$ cat src/rtl/vsd_pkg.sv
package vsd_pkg;

  // Strobes sent from the control module to the datapath each cycle.
  typedef struct packed {
    logic take;     // current byte is a video sample
    logic restart;  // accepted timing code: restart the sample order
  } ctlStrobe_t;

  // Position inside the four-byte chroma/luma group.
  typedef enum logic [1:0] {
    PH_CB = 2'd0,
    PH_Y0 = 2'd1,
    PH_CR = 2'd2,
    PH_Y1 = 2'd3
  } samplePhase_t;

endpackage

$ cat src/rtl/vsd_ctrl.sv
module vsd_ctrl
  import vsd_pkg::*;
#(
  parameter int BYTE_W = 8
) (
  input  logic              clk,
  input  logic              rstN,
  input  logic [BYTE_W-1:0] byteIn,
  output ctlStrobe_t        strobe,
  output logic              fieldQ,
  output logic              vblankQ,
  output logic              hblankQ,
  output logic              errQ
);

  localparam int PRE_LEN  = 3;
  localparam int MARK_POS = BYTE_W - 1;
  localparam int F_POS    = BYTE_W - 2;
  localparam int V_POS    = BYTE_W - 3;
  localparam int H_POS    = BYTE_W - 4;

  // hist[0] holds the newest byte and hist[PRE_LEN-1] the oldest.
  logic [BYTE_W-1:0] hist [PRE_LEN];

  always_ff @(posedge clk) begin
    if (!rstN) begin
      for (int i = 0; i < PRE_LEN; i++) hist[i] <= '0;
    end else begin
      hist[0] <= byteIn;
      for (int i = 1; i < PRE_LEN; i++) hist[i] <= hist[i-1];
    end
  end

  // Preamble match: the oldest byte must be all ones, the later ones all zeros.
  logic [PRE_LEN-1:0] preHit;
  generate
    for (genvar g = 0; g < PRE_LEN; g++) begin : gPre
      if (g == PRE_LEN - 1) begin : gOnes
        assign preHit[g] = (hist[g] == '1);
      end else begin : gZeros
        assign preHit[g] = (hist[g] == '0);
      end
    end
  endgenerate

  logic codeSeen, fBit, vBit, hBit, markOk, protOk, codeGood, codeBad;
  logic [3:0] protExp;
  logic isReserved;
  logic activeQ;

  always_comb begin
    codeSeen = &preHit;
    fBit     = byteIn[F_POS];
    vBit     = byteIn[V_POS];
    hBit     = byteIn[H_POS];
    markOk   = byteIn[MARK_POS];
    protExp  = {vBit ^ hBit, fBit ^ hBit, fBit ^ vBit, fBit ^ vBit ^ hBit};
    protOk   = (byteIn[3:0] == protExp);
    codeGood = codeSeen && markOk && protOk;
    codeBad  = codeSeen && !(markOk && protOk);
    isReserved = (byteIn == '0) || (byteIn == '1);
    strobe.take    = activeQ && !codeSeen && !isReserved;
    strobe.restart = codeGood;
  end

  always_ff @(posedge clk) begin
    if (!rstN) begin
      fieldQ  <= 1'b0;
      vblankQ <= 1'b1;
      hblankQ <= 1'b1;
      activeQ <= 1'b0;
      errQ    <= 1'b0;
    end else begin
      errQ <= codeBad;
      if (codeGood) begin
        fieldQ  <= fBit;
        vblankQ <= vBit;
        hblankQ <= hBit;
        activeQ <= !vBit && !hBit;
      end
    end
  end

  // a rejected code leaves every flag as it was.
  a_r3_err_keeps_flags: assert property (@(posedge clk) disable iff (!rstN)
    errQ |-> ($stable(fieldQ) && $stable(vblankQ) && $stable(hblankQ)));

  // a preamble takes three bytes, so the error is never longer than one cycle.
  a_r3_err_single_cycle: assert property (@(posedge clk) disable iff (!rstN)
    errQ |=> !errQ);

  // the sample window is open only while both flags show active video.
  a_r5_active_open: assert property (@(posedge clk) disable iff (!rstN)
    activeQ |-> (!vblankQ && !hblankQ));

endmodule

$ cat src/rtl/vsd_dp.sv
module vsd_dp
  import vsd_pkg::*;
#(
  parameter int BYTE_W = 8
) (
  input  logic              clk,
  input  logic              rstN,
  input  logic [BYTE_W-1:0] byteIn,
  input  ctlStrobe_t        strobe,
  output logic [BYTE_W-1:0] pixY,
  output logic [BYTE_W-1:0] pixCb,
  output logic [BYTE_W-1:0] pixCr,
  output logic              pixValid
);

  samplePhase_t      phase;
  logic [BYTE_W-1:0] cbHold, crHold, y0Hold;

  always_ff @(posedge clk) begin
    if (!rstN) begin
      phase    <= PH_CB;
      cbHold   <= '0;
      crHold   <= '0;
      y0Hold   <= '0;
      pixY     <= '0;
      pixCb    <= '0;
      pixCr    <= '0;
      pixValid <= 1'b0;
    end else begin
      pixValid <= 1'b0;
      if (strobe.restart) begin
        phase <= PH_CB;
      end else if (strobe.take) begin
        unique case (phase)
          PH_CB: begin
            cbHold <= byteIn;
            phase  <= PH_Y0;
          end
          PH_Y0: begin
            y0Hold <= byteIn;
            phase  <= PH_CR;
          end
          PH_CR: begin
            crHold   <= byteIn;
            pixY     <= y0Hold;
            pixCb    <= cbHold;
            pixCr    <= byteIn;
            pixValid <= 1'b1;
            phase    <= PH_Y1;
          end
          PH_Y1: begin
            pixY     <= byteIn;
            pixCb    <= cbHold;
            pixCr    <= crHold;
            pixValid <= 1'b1;
            phase    <= PH_CB;
          end
          default: phase <= PH_CB;
        endcase
      end
    end
  end

  // two back-to-back pixels are the two halves of one group and share chroma.
  a_r4_pair_shares_chroma: assert property (@(posedge clk) disable iff (!rstN)
    (pixValid && $past(pixValid)) |-> ($stable(pixCb) && $stable(pixCr)));

  // a reserved value never comes out as luma.
  a_r8_no_reserved_luma: assert property (@(posedge clk) disable iff (!rstN)
    pixValid |-> (pixY != '0 && pixY != '1));

endmodule

$ cat src/rtl/vid_stream_decoder.sv
module vid_stream_decoder
  import vsd_pkg::*;
#(
  parameter int BYTE_W = 8
) (
  input  logic              clk,
  input  logic              rstN,
  input  logic [BYTE_W-1:0] vidByte,
  output logic [BYTE_W-1:0] pixY,
  output logic [BYTE_W-1:0] pixCb,
  output logic [BYTE_W-1:0] pixCr,
  output logic              pixValid,
  output logic              fieldId,
  output logic              vBlank,
  output logic              hBlank,
  output logic              codeErr
);

  ctlStrobe_t strobe;

  vsd_ctrl #(.BYTE_W(BYTE_W)) uCtrl (
    .clk     (clk),
    .rstN    (rstN),
    .byteIn  (vidByte),
    .strobe  (strobe),
    .fieldQ  (fieldId),
    .vblankQ (vBlank),
    .hblankQ (hBlank),
    .errQ    (codeErr)
  );

  vsd_dp #(.BYTE_W(BYTE_W)) uDp (
    .clk      (clk),
    .rstN     (rstN),
    .byteIn   (vidByte),
    .strobe   (strobe),
    .pixY     (pixY),
    .pixCb    (pixCb),
    .pixCr    (pixCr),
    .pixValid (pixValid)
  );

  // pixels appear only while the flags report active video.
  a_r5_pixels_in_active: assert property (@(posedge clk) disable iff (!rstN)
    pixValid |-> (!vBlank && !hBlank));

endmodule

$ cat config.mk
export PLATFORM = sky130hd
export DESIGN_NAME = vid_stream_decoder
export DESIGN_NICKNAME = d
export VERILOG_FILES = /design/src/rtl/vsd_pkg.sv /design/src/rtl/vsd_ctrl.sv /design/src/rtl/vsd_dp.sv /design/src/rtl/vid_stream_decoder.sv
export SDC_FILE = /design/constraint.sdc
export NUM_CORES = 1
export LEC_CHECK = 0
export ABC_AREA = 1
export ABC_CLOCK_PERIOD_IN_PS = 5300
export BUFFER_PORTS_ARGS = -buffer_cell sky130_fd_sc_hd__buf_2
export CAP_MARGIN = 40
export CORE_MARGIN = 3
export CORE_UTILIZATION = 55
export DETAILED_ROUTE_END_ITERATION = 6
export GPL_ROUTABILITY_DRIVEN = 0
export PLACE_DENSITY_LB_ADDON = 0.05
export SLEW_MARGIN = 20
export SYNTH_ARGS = -nofsm -noshare
export SYNTH_HDL_FRONTEND = slang
export SYNTH_HIERARCHICAL = 1
export SYNTH_SLANG_ARGS = --single-unit
export TNS_END_PERCENT = 10
$ cat constraint.sdc
create_clock -name clk -period 5.3 [get_ports clk]
set_clock_uncertainty 0.15 [all_clocks]
set_input_delay 0 -clock clk [delete_from_list [all_inputs] [get_ports clk]]
set_output_delay 0 -clock clk [all_outputs]
set_load 0.02 [all_outputs]
==> reports/summary.md <==
The run finished with clean final reports. At the later pin of the worst-skew pair, clock insertion delay measures 0.34 ns. The run gives 0 as the DRC violation count after routing.

Path class of the lowest-slack min-delay path: in -> reg. Setup total negative slack on the finished layout was measured at 0 ns. After floorplanning, the core was divided into 28 placement rows. Across all hold checks on the routed design, the worst slack comes to 0.1544 ns. The first detailed-routing pass took 4 iterations. The length of routed met3 wiring is 294 um. CTS placed an instance of clkbuf_8 at the clock tree root. The highest layer touched by signal routing is met4. The total overflow left after global routing is 0. The die covers 7361 sq um. The transition time at the pin with the least slew margin is 0.7562 ns, and the power density over the cells is 276.4 nW/um^2. The routed metal-1 wirelength came out at 3.292 mm. Yosys attributes the largest share of cell area to dfxtp_1 46%, nand2_1 17%, nor2_1 13%, inv_1 8.7%, o21ai_0 2.9%.

The arrival time reported for the critical path endpoint was 2.75 ns; the relative slew slack was 0.4959. By startpoint and endpoint, the worst setup path is classified as in -> reg. The smallest clock period supported by the final layout is computed as 2.629 ns. STA puts the critical path data required time at 5.42 ns. The tools report the remaining antenna violation count after routing as 0. The combined global-route utilization of all metal layers is 0.2026. The leading cell type in the layout, fill and taps excluded was nand2_1. The logs give 2.280 nW for the static leakage power and 3 for the level count of the clock H-tree. Using the TritonRoute via totals, the vias-per-cell ratio works out to 4.540. Final-report hold violation count: 0. The logs give 0 for the count of endpoints failing setup in the final report and 0 for the initial antenna violation count. Max-cap violations in this run came to 0.

Reg2reg setup slack: 2.95 ns. Setup repair after global routing left no endpoint under its margin. For this block, the initial DRC count from the detailed router was 171.

The number of max-slew violations in the final report came out at 0. The run gives 2,700 as the via count of the first global-routing pass. The fraction of final layout cells sized beyond drive strength 1 is 0.1184. The final worst-path cycle share was 0.4961; the synthesized netlist net count was 538. Counting along the longest clock path gives a buffer depth of 2. The TritonCTS sink count was 80; the flip-flop and latch count after synthesis was 80.

The post-CTS setup repair buffer count came out at 0. The synthesis-to-layout area growth works out to 12.15%. Yosys printed 6 warnings. Based on the critical path, the design can be clocked at up to 0.3803 GHz. Summing over every cut layer, the via total after detailed routing is 2,910.

The met2 wirelength from detailed routing is 3.133 mm, and the total clock buffers created by CTS is 9. After detailed routing, the average wire length per cell comes to 10.63 um. In this run the vertical extent of the chip is 85.80 um. Summed over all layers, the routed wires come to 6.811 mm. After technology mapping, the gate count stands at 522. The top cell types in the final layout, fill and taps aside, are 162 x nand2_1, 118 x nor2_1, 81 x inv_1. Pin count of the biggest net entering global routing: 79. The first global-routing pass estimated 11.82 mm of wire. In this run the worst path has a maximum fanout of 33.

The clock-pin slew of the registers on the worst-case setup and hold paths was 0.07 ns. The run gives 6026 sq um as the core region area. STA classifies the critical path endpoint as a register.

The count of buffers from port buffering was 38. The largest total area in the synthesized netlist belongs to dfxtp_1. Averaged over all synthesized cells, the footprint is 6.709 sq um.

The worst setup path is launched from an input pin. The placed wire-length estimate after detailed placement is 4.410 mm. 0 antenna diodes ended up in the layout. TritonCTS built the clock tree.

The portion of synthesized cell area occupied by the leading cell type works out to 0.4573. The sequential fraction of the synthesis area is 0.4573, and the filler cell count in the final layout is 561. Across the VDD grid, the largest voltage drop is 0.0001788 V. During I/O placement, the number of pins put on the boundary was 39. The die is 85.80 um wide. The starting utilization of the core area was 0.5812; the total number of nets in the final design was 577.

In this run, distinct cell masters in the synthesized netlist total 22. Post-synth design cell area: 3502 sq um.
-- synth_stat cells --
library cell and n:
nand2_1 162, nor2_1 118, inv_1 81, dfxtp_1 80, o21ai_0 20, nand3_1 12, ha_1 6, buf_6 5
clkbuf_1 5, inv_2 5, nand4_1 5, buf_4 4, buf_1 3, nand2_2 3, nand2_4 3, a21oi_1 2
buf_2 2, nor2_4 2, nand3_4 1, nor2_8 1, nor3_1 1, nor4_1 1
-- cell type report --
cell class                 count  area (sq um)  share of cell area
sequential                    80          1602              0.4078
multi-input combinational    337          1451              0.3695
inverter                      86         322.8             0.08219
timing repair buffer          47         277.8             0.07072
clock buffer                  12         135.1             0.03441
tap                           75         93.84             0.02389
clock inverter                 4         45.04             0.01147
-- metal layers --
metal / vias to the layer above / GRT usage
met5: - / 0
met4: 0 / 0.08777
met3: 6 / 0.03842
met2: 48 / 0.3291
met1: 1257 / 0.2631
li1: 1599 / -
-- per-stage QoR --
stage	setup slack, ns	util	std cells	instance area [sq um]	power [mW]
after CTS	2.630	0.6518	641	3928	1.100
after global placement	2.922	0.6086	617	3667	0.6743
final	2.671	0.6518	641	3928	1.086
after detailed placement	2.814	0.6086	617	3667	0.6750
after floorplan	3.458	-	522	3502	0.6554
after global routing	2.367	0.6518	641	3928	1.135
-- critical path, stage by stage --
cell and delay [ns]:
dlygate4sd3_1 0.51, buf_2 0.24, inv_2 0.09, ha_1 0.32, nor2_1 0.11, nor2_1 0.05, nand2_1 0.09, nor2_4 0.06
nand3_4 0.10, inv_1 0.10, nor2_4 0.31, nand2_2 0.42, nand2_1 0.16, nand2_1 0.06, nor2_1 0.13
-- report_power, final --
part           leakage, nW  switching (mW)  internal, mW
Clock               0.0941           0.205         0.216
Sequential           0.648         0.00303         0.608
Combinational         1.54          0.0373        0.0168
-- sequential cells by signal, indices dropped and copies added, names as in the netlist --
name and cells:
uDp/cbHold 8, uCtrl/vblankQ 1, uCtrl/hist 24, uDp/pixValid 1, uDp/pixCb 8, uDp/phase 2
uDp/pixY 8, uCtrl/activeQ 1, uCtrl/hblankQ 1, uCtrl/fieldQ 1, uDp/y0Hold 8, uCtrl/errQ 1
uDp/pixCr 8, uDp/crHold 8
-- final timing paths --
check / to / startpoint / depth (start not counted)
max reg2reg: uDp/pixCr[3]$_SDFFE_PN0P_ / uDp/phase[0]$_SDFFE_PP0P_ / 7
min: uCtrl/vblankQ$_SDFFE_PN1P_ / rstN / 3
min reg2reg: uCtrl/hist[0][19]$_SDFF_PN0_ / uCtrl/hist[0][11]$_SDFF_PN0_ / 2
max: uDp/pixCr[3]$_SDFFE_PN0P_ / vidByte[4] / 15
-- what timing repair did --
action | 4_1_cts | 5_1_grt
gates resized for setup | 0 | 0
endpoints found under the hold margin | 39 | 0
hold buffers | 8 | 0
-- cell families (layout without fill, tap and decap cells) --
kind of cell,Yosys count,after routing,share of synthesized area
buffers and inverters,105,149,0.1283
DFF,80,80,0.4573
adders and majority gates,6,6,0.02144
and+or+nand+nor,309,309,0.3616
AOI/OAI and AO/OA,22,22,0.03144
Note: power is estimated with default switching activity, not from simulation.
